## src/rtl/susp_ref_pkg.sv

```systemverilog
package susp_ref_pkg;

  typedef enum logic [1:0] {
    SRC_SYSDIV  = 2'd0,
    SRC_SLOWCLK = 2'd1,
    SRC_STROBE  = 2'd2,
    SRC_NONE    = 2'd3
  } ref_src_e;

  typedef enum logic [1:0] {
    PH_RUN   = 2'd0,
    PH_SUSP  = 2'd1,
    PH_DRAIN = 2'd2
  } susp_phase_e;

  localparam int unsigned SLOW_RATE_DIV = 8;

  // last count of the system-clock divider
  function automatic logic div_wrap(input int unsigned cnt, input int unsigned ratio);
    return cnt == ratio - 1;
  endfunction

  // whether an event at the current event count yields a request
  function automatic logic rate_fire(input logic slow_rate, input int unsigned cnt);
    return !slow_rate || (cnt == SLOW_RATE_DIV - 1);
  endfunction

endpackage

```

## src/rtl/sr_pin_sync.sv

```systemverilog
module sr_pin_sync #(
  parameter int unsigned STAGES    = 2,
  parameter int unsigned EDGE_MODE = 0,  // 0 rising, 1 falling, 2 both
  parameter logic        IDLE      = 1'b0
) (
  input  logic clk,
  input  logic rst_n,
  input  logic pin_i,
  output logic edge_o
);
  localparam int unsigned W = STAGES + 1;

  logic [W-1:0] chain;
  logic         lvl, prev, rise, fall;

  always_ff @(posedge clk) begin
    if (!rst_n) chain <= {W{IDLE}};
    else        chain <= {chain[W-2:0], pin_i};
  end

  assign lvl  = chain[STAGES-1];
  assign prev = chain[STAGES];
  assign rise = lvl & ~prev;
  assign fall = ~lvl & prev;

  generate
    if (EDGE_MODE == 2) begin : g_both
      assign edge_o = rise | fall;
    end else if (EDGE_MODE == 1) begin : g_fall
      assign edge_o = fall;
    end else begin : g_rise
      assign edge_o = rise;
    end
  endgenerate
endmodule

```

## src/rtl/sr_tick_gen.sv

```systemverilog
module sr_tick_gen
  import susp_ref_pkg::*;
#(
  parameter int unsigned DIV_RATIO = 3125
) (
  input  logic     clk,
  input  logic     rst_n,
  input  logic     run_i,
  input  ref_src_e src_i,
  input  logic     slow_rate_i,
  input  logic     slow_edge_i,
  input  logic     strobe_fall_i,
  output logic     base_tick_o,
  output logic     ref_tick_o
);
  localparam int unsigned CW = (DIV_RATIO > 1) ? $clog2(DIV_RATIO) : 1;

  logic [CW-1:0] div_cnt;
  logic [2:0]    rate_cnt;
  logic          div_active, div_hit;

  assign div_active = run_i && (src_i == SRC_SYSDIV);
  assign div_hit    = div_active && div_wrap(32'(div_cnt), DIV_RATIO);

  always_ff @(posedge clk) begin
    if (!rst_n || !div_active) div_cnt <= '0;
    else if (div_hit)          div_cnt <= '0;
    else                       div_cnt <= div_cnt + 1'b1;
  end

  always_comb begin
    base_tick_o = 1'b0;
    if (run_i) begin
      unique case (src_i)
        SRC_SYSDIV:  base_tick_o = div_hit;
        SRC_SLOWCLK: base_tick_o = slow_edge_i;
        SRC_STROBE:  base_tick_o = strobe_fall_i;
        default:     base_tick_o = 1'b0;
      endcase
    end
  end

  always_ff @(posedge clk) begin
    if (!rst_n || !run_i) rate_cnt <= '0;
    else if (base_tick_o) rate_cnt <= rate_cnt + 1'b1;
  end

  assign ref_tick_o = base_tick_o && rate_fire(slow_rate_i, 32'(rate_cnt));
endmodule

```

## src/rtl/sr_req_ctrl.sv

```systemverilog
module sr_req_ctrl (
  input  logic clk,
  input  logic rst_n,
  input  logic tick_i,
  input  logic ack_i,
  output logic req_o,
  output logic req_next_o
);
  always_comb begin
    if (req_o) req_next_o = !ack_i;
    else       req_next_o = tick_i;
  end

  always_ff @(posedge clk) begin
    if (!rst_n) req_o <= 1'b0;
    else        req_o <= req_next_o;
  end
endmodule

```

## src/rtl/susp_refresh_ctrl.sv

```systemverilog
module susp_refresh_ctrl
  import susp_ref_pkg::*;
#(
  parameter int unsigned DIV_RATIO   = 3125,
  parameter int unsigned SYNC_STAGES = 2
) (
  input  logic       clk,
  input  logic       rst_n,
  input  logic       slow_clk_i,
  input  logic       strobe_n_i,
  input  logic       suspend_i,
  input  logic       strap_park_low_i,
  input  logic [1:0] cfg_src_i,
  input  logic       cfg_rate_i,
  input  logic       cfg_self_ref_i,
  input  logic       ref_ack_i,
  output logic       ref_req_o,
  output logic       self_refresh_o,
  output logic       fetch_block_o,
  output logic       cpu_mem_block_o,
  output logic       reg_block_o,
  output logic       seq_halt_o,
  output logic       cpu_in_mask_o,
  output logic       int_clk_en_o,
  output logic       panel_pwr_n_o,
  output logic       panel_oe_o,
  output logic       panel_drive_low_o
);
  ref_src_e    src;
  susp_phase_e phase, phase_nx;
  logic        strap_q;
  logic        in_susp, refresh_run;
  logic        slow_edge, strobe_fall;
  logic        base_tick, ref_tick, granted_tick;
  logic        req_next;

  assign src = ref_src_e'(cfg_src_i);

  // strap sampled on every reset cycle, frozen afterwards
  always_ff @(posedge clk) begin
    if (!rst_n) strap_q <= strap_park_low_i;
  end

  sr_pin_sync #(.STAGES(SYNC_STAGES), .EDGE_MODE(2), .IDLE(1'b0)) u_slow_sync (
    .clk(clk), .rst_n(rst_n), .pin_i(slow_clk_i), .edge_o(slow_edge));

  sr_pin_sync #(.STAGES(SYNC_STAGES), .EDGE_MODE(1), .IDLE(1'b1)) u_strobe_sync (
    .clk(clk), .rst_n(rst_n), .pin_i(strobe_n_i), .edge_o(strobe_fall));

  assign refresh_run = (phase == PH_SUSP);
  assign in_susp     = (phase != PH_RUN);

  sr_tick_gen #(.DIV_RATIO(DIV_RATIO)) u_tick (
    .clk(clk), .rst_n(rst_n), .run_i(refresh_run), .src_i(src),
    .slow_rate_i(cfg_rate_i), .slow_edge_i(slow_edge),
    .strobe_fall_i(strobe_fall), .base_tick_o(base_tick), .ref_tick_o(ref_tick));

  assign granted_tick = ref_tick && !cfg_self_ref_i;

  sr_req_ctrl u_req (
    .clk(clk), .rst_n(rst_n), .tick_i(granted_tick), .ack_i(ref_ack_i),
    .req_o(ref_req_o), .req_next_o(req_next));

  always_comb begin
    phase_nx = phase;
    unique case (phase)
      PH_RUN:   if (suspend_i) phase_nx = PH_SUSP;
      PH_SUSP:  if (!suspend_i) phase_nx = req_next ? PH_DRAIN : PH_RUN;
      PH_DRAIN: if (suspend_i) phase_nx = PH_SUSP;
                else if (!req_next) phase_nx = PH_RUN;
      default:  phase_nx = PH_RUN;
    endcase
  end

  always_ff @(posedge clk) begin
    if (!rst_n) phase <= PH_RUN;
    else        phase <= phase_nx;
  end

  assign self_refresh_o    = refresh_run && cfg_self_ref_i;
  assign fetch_block_o     = in_susp;
  assign cpu_mem_block_o   = in_susp;
  assign reg_block_o       = in_susp;
  assign seq_halt_o        = in_susp;
  assign cpu_in_mask_o     = in_susp;
  assign int_clk_en_o      = !in_susp || (src == SRC_SYSDIV);
  assign panel_pwr_n_o     = in_susp;
  assign panel_oe_o        = !(in_susp && !strap_q);
  assign panel_drive_low_o = in_susp && strap_q;

  // base_tick is used by the checker only
endmodule

```

## config.mk

```make
export PLATFORM = sky130hd
export DESIGN_NAME = susp_refresh_ctrl
export DESIGN_NICKNAME = d
export VERILOG_FILES = /design/src/rtl/susp_ref_pkg.sv /design/src/rtl/sr_pin_sync.sv /design/src/rtl/sr_tick_gen.sv /design/src/rtl/sr_req_ctrl.sv /design/src/rtl/susp_refresh_ctrl.sv
export SDC_FILE = /design/constraint.sdc
export NUM_CORES = 1
export LEC_CHECK = 0
export ABC_AREA = 0
export BUFFER_PORTS_ARGS = -buffer_cell sky130_fd_sc_hd__buf_4
export CELL_PAD_IN_SITES_DETAIL_PLACEMENT = 1
export CELL_PAD_IN_SITES_GLOBAL_PLACEMENT = 2
export CORE_UTILIZATION = 35
export CTS_BUF_LIST = sky130_fd_sc_hd__clkbuf_4
export DETAILED_ROUTE_END_ITERATION = 8
export PLACE_DENSITY_LB_ADDON = 0.1
export SYNTH_ARGS = -nofsm -noshare
export SYNTH_HDL_FRONTEND = slang
export SYNTH_SLANG_ARGS = --single-unit
```

## constraint.sdc

```tcl
create_clock -name clk -period 1.9 [get_ports clk]
set_input_delay 0.095 -clock clk [delete_from_list [all_inputs] [get_ports clk]]
set_output_delay 0.095 -clock clk [all_outputs]
set_load 0.05 [all_outputs]
```

### Word level (Yosys, flattened, before mapping)

Index checks and enable logic that the tools add are counted.

| word-level totals | value |
|---|---|
| flip-flop bits (word level) | 25 |
| latch bits | 0 |
| RAM bits | 0 |
| bits in read-only memories | 0 |
| input bits | 11 |
| word-level logic and storage cells | 59 |
| memories | 0 |

| cells by class | value |
|---|---|
| $add $sub $neg | 2 |
| $mul | 0 |
| div/mod/pow operators | 0 |
| magnitude comparators | 0 |
| equal/unequal tests | 9 |
| shift operators | 0 |
| mux-type cells | 9 |
| bitwise operators | 7 |
| reduce and logical (&&, ||, !) cells | 25 |

Operators by type and width:

| operator | number |
|---|---|
| 12-bit by 1-bit adder with 12-bit output, second input constant | 1 |
| 12-bit == test, second input constant | 1 |
| 2-bit two-way mux | 5 |
| 1-bit logical NOT | 9 |
| 1-bit logical AND | 7 |
| 2-bit case mux with 3 select lines | 1 |
| 2-bit by 1-bit == test with 1-bit output, second input constant | 2 |
| 2-bit == test, second input constant | 2 |
| 2-bit logical NOT | 2 |
| 1-bit logical OR | 4 |
| 2-bit inequality test, second input constant | 2 |
| 3-bit by 1-bit adder with 3-bit output, second input constant | 1 |
| 1-bit bitwise AND | 3 |
| 3-bit == test, second input constant | 1 |
| 3-bit inequality test, second input constant | 1 |
| 1-bit NOT | 3 |
| 1-bit case mux with 3 select lines | 1 |
| 3-bit AND reduction | 1 |
| 1-bit two-way mux | 2 |
| 2-bit nonzero test | 1 |
| 2-bit OR reduction | 1 |
| 1-bit bitwise OR | 1 |

### Longest topological paths before layout

| depth | value |
|---|---|
| depth after elaboration | 11 |
| gate-level depth with buffers | 7 |
| mapped depth without buffers | 6 |

### Modules after synthesis

From an unflattened synthesis, not the netlist that was laid out.

| second synthesis, totals | value |
|---|---|
| cell total of the unflattened synthesis | 131 |
| area total of the unflattened synthesis | 1222.4 um2 |

Modules (own cells, without submodules):

| module | instances | cells an instance | area each (um2) | seq. area each (um2) |
|---|---|---|---|---|
| sr_tick_gen | 1 | 91 | 805.8 | 300.3 |
| susp_refresh_ctrl | 1 | 21 | 187.7 | 70.1 |
| sr_pin_sync (u_slow_sync) | 1 | 7 | 88.8 | 60.1 |
| sr_pin_sync (u_strobe_sync) | 1 | 7 | 85.1 | 60.1 |
| sr_req_ctrl | 1 | 5 | 55.1 | 20.0 |

### Least setup slack after synthesis

OpenSTA, ideal clock, no wires.

| timing path | value |
|---|---|
| kind | register to register |
| start point | register u_tick.div_cnt[0] |
| end point | register u_req.req_o |
| setup time | 120 ps |
| arrival time | 1360 ps |
| required time | 1780 ps |
| slack | 420 ps |
| cell stages (with the launch flop) | 7 |
| path buffers | 0 |
| cells stage by stage | dfxtp_1 -> inv_1 -> ha_1 -> and4_1 -> and4_4 -> o211a_1 -> or2_1 |

| on the way | value |
|---|---|
| longest elaborated chain between the ends | 7 |

Ends and longest elaborated chain:

| item | line | RTL |
|---|---|---|
| from (decl) | sr_tick_gen.sv:18 | `logic [CW-1:0] div_cnt;` |
| from (signal assigned) | sr_tick_gen.sv:28 | `else div_cnt <= div_cnt + 1'b1;` |
| 12-bit == test | susp_ref_pkg.sv:20 | `return cnt == ratio - 1;` |
| 1-bit logical AND | sr_tick_gen.sv:23 | `assign div_hit = div_active && div_wrap(32'(div_cnt), DIV_RATIO);` |
| 1-bit case mux with 3 select lines | sr_tick_gen.sv:34 | `unique case (src_i)` |
| 1-bit two-way mux | sr_tick_gen.sv:33 | `if (run_i) begin` |
| 1-bit logical AND | sr_tick_gen.sv:48 | `assign ref_tick_o = base_tick_o && rate_fire(slow_rate_i, 32'(rate_cnt));` |
| 1-bit logical AND | susp_refresh_ctrl.sv:58 | `assign granted_tick = ref_tick && !cfg_self_ref_i;` |
| 1-bit two-way mux | sr_req_ctrl.sv:10 | `if (req_o) req_next_o = !ack_i;` |
| to (signal assigned) | sr_req_ctrl.sv:16 | `else req_o <= req_next_o;` |
| to (decl) | sr_req_ctrl.sv:6 | `output logic req_o,` |

Every way passes these cells.
A chain may end at the register's enable or synchronous reset.

### Worst setup path after layout

Same ends and word-level chain as after synthesis.

==> results.py <==
metrics = {
    "floorplan": {
        "floorplan.die.width_um": 60.6,
        "rows": 20,
        "dieHeight_um": 60.6,
        "dieArea_sq_um": 3670,
        "io_pins": 22,
        "core-area_sq_um": 3150,
        "effective_utilization_at_floorplan_pct": 38.1,
    },
    "grt": {
        "pin_count_of_the_biggest_net_entering_global_routing": 16,
        "grt_pass1_vias": 933,
        "grt.total_usage_pct": 14.0,
        "gr-total-overflow": 0,
        "global_route_wire_length_before_repair_mm": 3.80,
        "grt_antenna_before_repair": 0,
    },
    "clocking": {
        "clockBufferDepth": 2,
        "cts.htree.levels": 1,
        "cts_inserted_buffers": 3,
        "clock_insertion_delay_worst_skew_ns": 0.32,
        "clk_pin_slew_ns": 0.13,
        "tritoncts_clock_tree": "built",
        "clk_root_buffer_cell": "sky130_fd_sc_hd__clkbuf_4",
        "clock_sink_count": 25,
        "post_cts_repair_setup_buffers": 0,
    },
    "synth": {
        "synth_top_flop_cell": "sky130_fd_sc_hd__dfxtp_1",
        "synth.top_cell.area_share_pct": 40.0,
        "yosys_warnings": 0,
        "async_flop_share_pct": 0,
        "ys_seq_elements": 25,
        "synth_area_per_cell_sq_um": 9.52,
        "synth.lib_cells_used.distinct": 36,
        "synth-edff-count": 1,
        "synth_nets": 141,
        "synth_top_cells_by_area": "sky130_fd_sc_hd__dfxtp_1 (40%), sky130_fd_sc_hd__xnor2_1 (7.3%), sky130_fd_sc_hd__ha_1 (4.2%)",
        "syn_inst": 126,
        "netlist_area_sq_um": 1200,
        "yosysSeqAreaShare_pct": 42.5,
        "synth_largest_area_cell": "sky130_fd_sc_hd__dfxtp_1",
    },
    "sta": {
        "rsz_0062_raised_after_global_routing": "false",
        "worst_margin_pin_slew_ns": 0.394,
        "clock.fmax_ghz": 0.628,
        "finalSetupTns_ns": 0,
        "timing.clock.skew_ns": 0.00391,
        "hold_viol": 0,
        "slew_margin_rel_pct": 73.0,
        "final.period_utilization_pct": 83.8,
        "slew_viol_final": 0,
        "final.min_clock_period_ns": 1.59,
        "setup_viol_count_final": 0,
    },
    "cells_and_area": {
        "nets": 166,
        "diodes": 0,
        "area_growth_syn_to_layout_pct": 20.3,
        "multi_input_area_sq_um": 607,
        "top_library_cells_by_usage_in_the_layout_fill_and_taps_aside": "sky130_fd_sc_hd__dfxtp_1 (24), sky130_fd_sc_hd__buf_4 (21), sky130_fd_sc_hd__nor2_1 (12)",
        "most_common_library_cell_in_the_layout_ignoring_fill_and_taps": "sky130_fd_sc_hd__dfxtp_1",
        "fin_util_pct": 45.8,
        "layout-drive-gt1-share_pct": 28.7,
        "final_layout_fill_cell_count": 387,
        "ff_latch_area_sq_um": 510,
    },
    "detailed_routing": {
        "drtIter0Drc": 17,
        "drtPass1Iterations": 4,
        "detail-route-antenna-nets": 0,
        "route.detailed.wl_per_inst_um": 11.4,
        "vias_per_cell": 4.57,
        "wirelength_mm": 2.22,
        "number_of_vias_after_detailed_routing": 886,
        "detail_route.drc_violations": 0,
    },
    "placement": {
        "io_buffers": 21,
        "gpl.final_weighted_congestion": 0.709,
        "detailed_placer_s_ending_hpwl_mm": 1.80,
    },
    "critical_path": {
        "timing.critical_path.to": "u_req.req_o",
        "worstRegToRegCells": 6,
        "timing.setup.critical_path_class": "reg2reg",
        "crit_start": "u_tick.div_cnt[0]",
        "worstPathArrival_ns": 1.81,
        "reg2reg_setup_slack_ns": 0.31,
        "worst-endpoint-required_ns": 2.12,
        "timing.rr.end": "u_req.req_o",
        "setup.worst_path.end_class": "register",
        "critPathMaxFanout": 5,
        "worstReg2RegStart": "u_tick.div_cnt[0]",
        "start_kind": "register",
    },
    "pwr": {
        "powerDensity_nw_per_um2": 620,
        "worst_ir_drop_vdd_v": 0.000310,
        "power.static_leakage_uw": 0.000543,
    },
    "flow_run": {
        "cap_viol_max_count": 0,
    },
    "status": {
        "outcome": "completed",
    },
    "worst_hold_path": {
        "hold_path.class": "in2reg",
    },
}
==> flip-flops by register name, indices dropped and copies added, names as in the netlist <==
signal	count
phase	2
u_tick.div_cnt	12
strap_q	1
u_req.req_o	1
u_tick.rate_cnt	3
u_slow_sync.chain	3
u_strobe_sync.chain	3
==> how the worst min path moves through the flow <==
stage | depth (start not counted) | end | from
floorplan | 1 | u_strobe_sync.chain[2] | rst_n
global placement | 2 | u_strobe_sync.chain[0] | strobe_n_i
CTS | 3 | phase[1] | ref_ack_i
detailed placement | 1 | strap_q | strap_park_low_i
finish | 3 | phase[1] | ref_ack_i
global route | 3 | phase[1] | ref_ack_i
==> through the flow <==
| step | power [uW] | setup WS (ns) | instances | hold slack [ns] | instance area, sq um |
|---|---|---|---|---|---|
| 4_1_cts | 911 | 0.307 | 194 | 0.0815 | 1440 |
| 3_3_place_gp | 658 | 0.385 | 185 | 0.272 | 1360 |
| 3_5_place_dp | 661 | 0.329 | 185 | 0.281 | 1360 |
| 5_1_grt | 940 | 0.216 | 194 | 0.0815 | 1440 |
| 2_1_floorplan | 624 | 0.420 | 126 | 0.168 | 1200 |
| 6_report | 895 | 0.309 | 194 | 0.0976 | 1440 |
==> cell usage after synthesis (2+ instances only) <==
master / number
sky130_fd_sc_hd__nand3_1: 4
sky130_fd_sc_hd__nor3_1: 3
sky130_fd_sc_hd__mux2i_1: 3
sky130_fd_sc_hd__xnor2_1: 10
sky130_fd_sc_hd__inv_1: 8
sky130_fd_sc_hd__nor2_1: 12
sky130_fd_sc_hd__dfxtp_1: 24
sky130_fd_sc_hd__nand4_1: 2
sky130_fd_sc_hd__nor2_2: 8
sky130_fd_sc_hd__ha_1: 4
sky130_fd_sc_hd__and2_1: 4
sky130_fd_sc_hd__nand2_1: 9
sky130_fd_sc_hd__a21oi_1: 2
sky130_fd_sc_hd__nand2b_1: 6
sky130_fd_sc_hd__nor4_2: 2
sky130_fd_sc_hd__buf_4: 5
==> critical path, cell delays in order (launching register included) <==
cell and delay (ns):
sky130_fd_sc_hd__dfxtp_1 0.42, sky130_fd_sc_hd__inv_1 0.06, sky130_fd_sc_hd__ha_1 0.19, sky130_fd_sc_hd__and4_1 0.22, sky130_fd_sc_hd__and4_4 0.20, sky130_fd_sc_hd__o211a_1 0.21, sky130_fd_sc_hd__or2_1 0.20
==> cell families after synthesis <==
kind of cell	synth area share [%]
fa+ha+maj	4.17
simple gates	29.6
compound gates	6.26
flops	42.5
xor+xnor	8.03
mux	2.50
buf+inv	6.88
==> layout make-up <==
class                           instances  area share, %
Clock buffer                            3           1.56
Clock inverter                          1          0.520
Inverter                                9           2.34
Multi-Input combinational cell         86           42.0
Sequential cell                        25           35.4
Tap cell                               44           3.81
Timing Repair Buffer                   26           14.4
==> what timing repair did <==
item | CTS | global route
hold buffers | 5 | 0
endpoints found under the hold margin | 6 | 0
resized for setup | 0 | 0
==> report_power, final <==
group	total, uW	internal, uW	switching (uW)
clock network	239	80.4	159
registers	540	536	3.79
logic	116	46.0	69.7
total	895	663	232
==> metal layers <==
layer	share of wire, %	up-vias	GRT usage [%]
met5	0	-	0
met1	44	413	16.1
met2	52	13	26.4
li1	-	456	-
met3	2.8	4	1.92
met4	1.4	0	4.87
(Power assumes the default switching activity.)
